<file path="src/rtl/dp_alu_pkg.sv">
// Shared types for the data-processing ALU.
// Assumes opcode numbering 0..15 as listed in the brief.
package dp_alu_pkg;

    typedef enum logic [3:0] {
        OP_AND    = 4'd0,
        OP_XOR    = 4'd1,
        OP_SUB    = 4'd2,
        OP_RSUB   = 4'd3,
        OP_ADD    = 4'd4,
        OP_ADDC   = 4'd5,
        OP_SUBC   = 4'd6,
        OP_RSUBC  = 4'd7,
        OP_TSTAND = 4'd8,
        OP_TSTXOR = 4'd9,
        OP_CMPSUB = 4'd10,
        OP_CMPADD = 4'd11,
        OP_OR     = 4'd12,
        OP_PASS   = 4'd13,
        OP_ANDN   = 4'd14,
        OP_NOT    = 4'd15
    } dp_op_e;

    typedef enum logic [1:0] {
        CIN_ZERO = 2'd0,
        CIN_ONE  = 2'd1,
        CIN_FLAG = 2'd2
    } cin_sel_e;

    typedef struct packed {
        logic     is_arith;
        logic     is_compare;
        logic     swap;
        logic     inv_second;
        cin_sel_e cin;
    } op_class_t;

    typedef struct packed {
        logic n;
        logic z;
        logic c;
        logic v;
    } nzcv_t;

endpackage

</file>
<file path="src/rtl/dp_opdecode.sv">
// Opcode classifier: adder vs logical group, compare-only group,
// and the adder controls (operand swap, inversion, carry-in source).
// Assumes a 4-bit opcode; purely combinational.
module dp_opdecode
    import dp_alu_pkg::*;
(
    input  logic [3:0] opcode,
    output op_class_t  cls
);

    // Derive group membership and adder steering from the opcode bits.
    always_comb begin
        cls            = '0;
        cls.is_arith   = (opcode[2] | opcode[1]) & (~opcode[3] | ~opcode[2]);
        cls.is_compare = (opcode[3:2] == 2'b10);
        cls.cin        = CIN_ZERO;
        unique case (dp_op_e'(opcode))
            OP_SUB, OP_CMPSUB: begin cls.inv_second = 1'b1; cls.cin = CIN_ONE;  end
            OP_RSUB:           begin cls.inv_second = 1'b1; cls.swap = 1'b1; cls.cin = CIN_ONE; end
            OP_ADDC:           begin cls.cin = CIN_FLAG; end
            OP_SUBC:           begin cls.inv_second = 1'b1; cls.cin = CIN_FLAG; end
            OP_RSUBC:          begin cls.inv_second = 1'b1; cls.swap = 1'b1; cls.cin = CIN_FLAG; end
            default:           begin cls.cin = CIN_ZERO; end
        endcase
    end

endmodule

</file>
<file path="src/rtl/dp_adder.sv">
// Adder path: x + y + cin, where x/y are the operands optionally swapped
// and the second one optionally inverted. Gives sum, carry-out, overflow.
// Assumes DATA_W >= 2; purely combinational.
module dp_adder
    import dp_alu_pkg::*;
#(
    parameter int DATA_W = 32
) (
    input  logic [DATA_W-1:0] op_a,
    input  logic [DATA_W-1:0] op_b,
    input  logic              swap,
    input  logic              inv_second,
    input  cin_sel_e          cin_sel,
    input  logic              c_flag,
    output logic [DATA_W-1:0] sum,
    output logic              cout,
    output logic              ovf
);
    localparam int MSB = DATA_W - 1;

    logic [DATA_W-1:0] x, y_raw, y;
    logic              cin;

    // Select and condition the adder inputs.
    always_comb begin
        x     = swap ? op_b : op_a;
        y_raw = swap ? op_a : op_b;
        y     = inv_second ? ~y_raw : y_raw;
        unique case (cin_sel)
            CIN_ONE:  cin = 1'b1;
            CIN_FLAG: cin = c_flag;
            default:  cin = 1'b0;
        endcase
    end

    // Full-width sum with carry and signed-overflow detection.
    always_comb begin
        {cout, sum} = {1'b0, x} + {1'b0, y} + {{DATA_W{1'b0}}, cin};
        ovf         = (x[MSB] == y[MSB]) && (sum[MSB] != x[MSB]);
    end

endmodule

</file>
<file path="src/rtl/dp_logic.sv">
// Bitwise unit for the logical opcodes; outputs zero for adder opcodes.
// Assumes op_b is already shifted; purely combinational.
module dp_logic
    import dp_alu_pkg::*;
#(
    parameter int DATA_W = 32
) (
    input  logic [3:0]        opcode,
    input  logic [DATA_W-1:0] op_a,
    input  logic [DATA_W-1:0] op_b,
    output logic [DATA_W-1:0] res
);

    // Bitwise function selected by opcode.
    always_comb begin
        unique case (dp_op_e'(opcode))
            OP_AND, OP_TSTAND: res = op_a & op_b;
            OP_XOR, OP_TSTXOR: res = op_a ^ op_b;
            OP_OR:             res = op_a | op_b;
            OP_PASS:           res = op_b;
            OP_ANDN:           res = op_a & ~op_b;
            OP_NOT:            res = ~op_b;
            default:           res = '0;
        endcase
    end

endmodule

</file>
<file path="src/rtl/dp_flag_sel.sv">
// Flag former: N and Z from the result; C and V from the adder for the
// adder group, from shifter carry and the old V for the logical group.
// Purely combinational.
module dp_flag_sel
    import dp_alu_pkg::*;
#(
    parameter int DATA_W = 32
) (
    input  logic [DATA_W-1:0] res,
    input  logic              is_arith,
    input  logic              add_cout,
    input  logic              add_ovf,
    input  logic              shift_carry,
    input  logic              old_v,
    output nzcv_t             flags
);

    // Pick flag sources by operation group.
    always_comb begin
        flags.n = res[DATA_W-1];
        flags.z = (res == '0);
        flags.c = is_arith ? add_cout : shift_carry;
        flags.v = is_arith ? add_ovf  : old_v;
    end

endmodule

</file>
<file path="src/rtl/dp_alu_core.sv">
// Data-processing ALU top: decodes the opcode, runs the adder and logic
// units, forms flags and write enables, and registers all outputs with
// one cycle of latency. Synchronous active-low reset.
// Assumes the restore destination is the all-ones register index.
module dp_alu_core
    import dp_alu_pkg::*;
#(
    parameter int DATA_W    = 32,
    parameter int REG_IDX_W = 4
) (
    input  logic                 clk,
    input  logic                 rst_n,
    input  logic                 in_valid,
    input  logic [3:0]           opcode,
    input  logic                 set_flags,
    input  logic [REG_IDX_W-1:0] dest_idx,
    input  logic [DATA_W-1:0]    op_a,
    input  logic [DATA_W-1:0]    op_b,
    input  logic                 flag_c_in,
    input  logic                 flag_v_in,
    input  logic                 shift_carry,
    output logic                 out_valid,
    output logic [DATA_W-1:0]    result,
    output logic                 result_we,
    output logic [3:0]           flags_out,
    output logic                 flags_we,
    output logic                 status_restore
);
    localparam logic [REG_IDX_W-1:0] RESTORE_IDX = {REG_IDX_W{1'b1}};

    op_class_t         cls;
    logic [DATA_W-1:0] add_sum, logic_res, res_next;
    logic              add_cout, add_ovf;
    nzcv_t             flags_next;
    logic              restore_next, flag_upd_next, wr_next;

    dp_opdecode u_dec (
        .opcode (opcode),
        .cls    (cls)
    );

    dp_adder #(.DATA_W(DATA_W)) u_add (
        .op_a       (op_a),
        .op_b       (op_b),
        .swap       (cls.swap),
        .inv_second (cls.inv_second),
        .cin_sel    (cls.cin),
        .c_flag     (flag_c_in),
        .sum        (add_sum),
        .cout       (add_cout),
        .ovf        (add_ovf)
    );

    dp_logic #(.DATA_W(DATA_W)) u_log (
        .opcode (opcode),
        .op_a   (op_a),
        .op_b   (op_b),
        .res    (logic_res)
    );

    // Choose the result from the active unit.
    always_comb res_next = cls.is_arith ? add_sum : logic_res;

    dp_flag_sel #(.DATA_W(DATA_W)) u_flg (
        .res         (res_next),
        .is_arith    (cls.is_arith),
        .add_cout    (add_cout),
        .add_ovf     (add_ovf),
        .shift_carry (shift_carry),
        .old_v       (flag_v_in),
        .flags       (flags_next)
    );

    // Form the write-enable and restore decisions for this operation.
    always_comb begin
        restore_next  = in_valid & set_flags & (dest_idx == RESTORE_IDX) & ~cls.is_compare;
        flag_upd_next = in_valid & set_flags & ~restore_next;
        wr_next       = in_valid & ~cls.is_compare;
    end

    // Output register stage; data holds when no operation is accepted.
    always_ff @(posedge clk) begin
        if (!rst_n) begin
            out_valid      <= 1'b0;
            result_we      <= 1'b0;
            flags_we       <= 1'b0;
            status_restore <= 1'b0;
            result         <= '0;
            flags_out      <= '0;
        end else begin
            out_valid      <= in_valid;
            result_we      <= wr_next;
            flags_we       <= flag_upd_next;
            status_restore <= restore_next;
            if (in_valid) begin
                result    <= res_next;
                flags_out <= flags_next;
            end
        end
    end

endmodule

</file>
<file path="config.mk">
export PLATFORM = sky130hd
export DESIGN_NAME = dp_alu_core
export DESIGN_NICKNAME = d
export VERILOG_FILES = /design/src/rtl/dp_alu_pkg.sv /design/src/rtl/dp_opdecode.sv /design/src/rtl/dp_adder.sv /design/src/rtl/dp_logic.sv /design/src/rtl/dp_flag_sel.sv /design/src/rtl/dp_alu_core.sv
export SDC_FILE = /design/constraint.sdc
export NUM_CORES = 1
export LEC_CHECK = 0
export BUFFER_PORTS_ARGS = -buffer_cell sky130_fd_sc_hd__clkbuf_2
export CORE_MARGIN = 2
export CORE_UTILIZATION = 40
export CTS_BUF_LIST = sky130_fd_sc_hd__clkbuf_16
export DETAILED_ROUTE_END_ITERATION = 10
export PLACE_DENSITY_LB_ADDON = 0.05
export SLEW_MARGIN = 20
export SYNTH_ARGS = -nofsm -noshare
export SYNTH_HDL_FRONTEND = slang
export SYNTH_SLANG_ARGS = --single-unit
</file>
<file path="constraint.sdc">
create_clock -name clk -period 7.6 [get_ports clk]
set_input_delay 1.14 -clock clk [delete_from_list [all_inputs] [get_ports clk]]
set_output_delay 1.14 -clock clk [all_outputs]
set_load 0.01 [all_outputs]
</file>
==> flow_metrics.py <==
metrics = {
    "routing": {
        "via_per_inst": 5.83,
        "wl_per_cell_um": 18.6,
        "num_vias": 7696,
        "drc_errors": 0,
        "firstDrtPassIters": 5,
        "drt_iter0_markers": 699,
        "wl_um": 24600,
        "drtAntennaViolNets": 0,
    },
    "critical_path": {
        "critPathLaunchType": "input pin",
        "crit_path_end_kind": "register",
        "critPathMaxFanout": 22,
        "slowest_delay_ns": 0.47,
        "critPathRequiredTime_ns": 7.78,
        "arrival_ns": 5.82,
        "criticalPathCategory": "in -> reg",
        "crit_family": "compound AO/OA/AOI/OAI gates",
        "cp_slowest_cell": "fa_1",
        "worst-path-buf-inv": 3,
        "crit_chain": "clkbuf_2, inv_1, buf_4, a211o_1, ha_1, or2_2, fa_1, fa_1, nor2b_1, o31ai_2, a22oi_2, o31a_2, a41oi_2, o21ba_2, or4b_1, and3_1, nor3b_1, a21o_1",
        "cpMostUsedCell": "fa_1",
    },
    "pwr": {
        "p_clk_frac": 0.165,
        "p_leak_nw": 3.64,
        "p_comb_frac": 0.631,
        "max-vdd-ir-drop_mv": 0.129,
        "p_per_area_nw_per_um2": 153,
        "switchingPower_mw": 0.546,
        "pwr-share-seq": 0.204,
        "p_int_mw": 0.623,
        "switching_share": 0.467,
    },
    "yosys": {
        "synth.distinct_cells": 80,
        "syn_area_um2": 6780,
        "async_flop_share": 0,
        "synth-compound-area-share": 0.344,
        "synthAdderAreaFrac": 0.126,
        "synth-seq-cells": 39,
        "synth-xor-area-share": 0.0633,
        "yosysSeqAreaShare": 0.115,
        "yosys.area_share.simple": 0.235,
        "yosysWarnings": 0,
        "synth_edf_count": 0,
        "syn_nets": 1178,
        "synth_flop_cell": "dfxtp_1",
        "synthMuxAreaShare": 0.0283,
        "synth_area_per_cell_um2": 6.57,
        "synth_top_family_by_area": "compound AO/OA/AOI/OAI gates",
        "syn_inst": 1032,
    },
    "clocking": {
        "cts_max_path_buffers": 2,
        "post_cts_buffers": 0,
        "clock_latency_ns": 0.28,
        "h-tree-depth": 2,
        "clock_tree.root_cell": "clkbuf_16",
        "cts-buffers-inserted": 5,
        "clock_sinks": 39,
        "cts_resized": 0,
        "hold_buffers": 0,
        "clk_pin_slew_ns": 0.05,
        "cts_tree": "done",
    },
    "run": {
        "maxCapViolations": 0,
    },
    "finish": {
        "diodes": 0,
        "syn_to_final_growth_pct": 12.5,
        "nets": 1246,
        "fill_cells": 1820,
        "final_common_cell": "nor2_1",
        "fin_area_um2": 7620,
        "drive_gt1_frac": 0.150,
        "mostFrequentLayoutCells": "119 x nor2_1, 118 x clkbuf_2, 108 x nand2_1",
    },
    "sta": {
        "min_period_ns": 5.64,
        "fin_tns_setup_ns": 0,
        "drv_slew": 0,
        "setup_violations": 0,
        "grt_setup_unrepaired": "no",
        "finalHoldViolations": 0,
        "clock_skew_ns": 0,
        "max-slew-margin-rel": 0.384,
        "fmax_mhz": 177,
        "post-route-period-util": 0.743,
        "max_slew.worst_pin.slew_ns": 0.923,
    },
    "global_routing": {
        "grt_max_degree": 57,
        "track_usage": 0.266,
        "grt_pass1_vias": 6701,
        "use_met1": 0.402,
        "busiest_layer": "met2",
        "antenna_found_initial": 0,
        "grt_overflow": 0,
        "global_route.usage.met2": 0.413,
        "grt_pass1_wl_um": 38100,
        "met3_usage": 0.0208,
    },
    "placed_design": {
        "placed_area_um2": 7480,
        "io_buffers": 118,
        "place_congestion": 0.989,
        "hpwlAfterDp_um": 19000,
    },
    "floorplan": {
        "start_util": 0.409,
        "ioPinCount": 119,
        "core_um2": 16600,
        "die_w_um": 134,
        "die_height_um": 134,
        "dieArea_um2": 18000,
        "num_rows": 47,
    },
    "worst_hold_path": {
        "hp-class": "reg -> reg",
    },
    "outcome": {
        "status": "complete, no violations",
    },
}
## worst paths after layout
check / startpoint / to / slack, ns / depth (start not counted)
hold / removal: result[9] / result[9] / 0.47 / 2
setup / recovery: opcode[1] / flags_out[2] / 1.96 / 18
hold reg to reg: result[9] / result[9] / 0.47 / 2
setup reg to reg: result[1] / result[1] / 6.78 / 2
## cells in the mapped netlist (9+ instances only)
library cell  instances  share of area
clkbuf_1             52          0.029
nor2_1              121          0.067
nand2_1             109          0.060
o211ai_1              9          0.010
xor2_1               32          0.041
buf_1                12         0.0066
nor3_1               13         0.0096
inv_1                79          0.044
mux2i_1              18          0.027
nor2b_1              13          0.012
xnor2_1              17          0.022
nand2b_1              9         0.0083
a21o_1               18          0.020
nand3_1              26          0.019
nand4_1              15          0.014
o21ai_0              91          0.067
ha_1                 65           0.12
dfxtp_1              39           0.12
a31oi_1               9         0.0083
a22oi_1               9          0.010
a21oi_1             102          0.075
a211oi_1             37          0.041
## state kept, by name (all words and copies together), names as in the netlist
register        count
status_restore      1
flags_out           3
result_we           1
flags_we            1
out_valid           1
result             32
## per-layer routing
metal / vias up / share of wire
li1: 3850 / -
met1: 3535 / 0.48
met2: 287 / 0.43
met3: 24 / 0.070
met4: 0 / 0.016
met5: - / 0
## worst reg2reg max path, stage by stage (launching register included)
cell and delay (ns):
dfxtp_1 0.31, or2_2 0.27, o311a_1 0.12
## power groups by stage
| stage | Sequential [mW] | Combinational [mW] | Clock [mW] |
|---|---|---|---|
| after CTS | 0.239 | 0.727 | 0.197 |
| after global placement | 0.243 | 0.726 | 0 |
| after detailed placement | 0.243 | 0.722 | 0 |
| after global routing | 0.242 | 0.812 | 0.203 |
| after floorplan | 0.251 | 0.500 | 0 |
| final | 0.239 | 0.738 | 0.193 |
## cell type report
class | instances | area, µm² | share of cell area
multi-input cells | 839 | 5410 | 0.710
flip-flops and latches | 39 | 781 | 0.102
repair buffers | 135 | 718 | 0.0942
inverters | 80 | 300 | 0.0394
well taps | 220 | 275 | 0.0361
clock buffers | 5 | 125 | 0.0164
clock inverters | 3 | 11.3 | 0.00148
## cell families after synthesis
kind of cell	after synthesis
AO/OA/AOI/OAI	356
AND/OR/NAND/NOR	348
buffers and inverters	154
adder cells (fa/ha/maj)	67
XOR/XNOR	49
flip-flops	39
multiplexers	19
## per-stage QoR
step | util | power, mW | hold slack, ns | worst slack, ns | instances
after floorplan | - | 0.751 | 0.490 | 1.88 | 1032
after global placement | 0.451 | 0.969 | 0.457 | 1.78 | 1313
after detailed placement | 0.451 | 0.965 | 0.456 | 1.74 | 1313
after CTS | 0.460 | 1.16 | 0.465 | 2.01 | 1321
after global routing | 0.460 | 1.26 | 0.483 | 1.59 | 1321
final | 0.460 | 1.17 | 0.466 | 1.96 | 1321
Power figures use the tool's default switching activity.
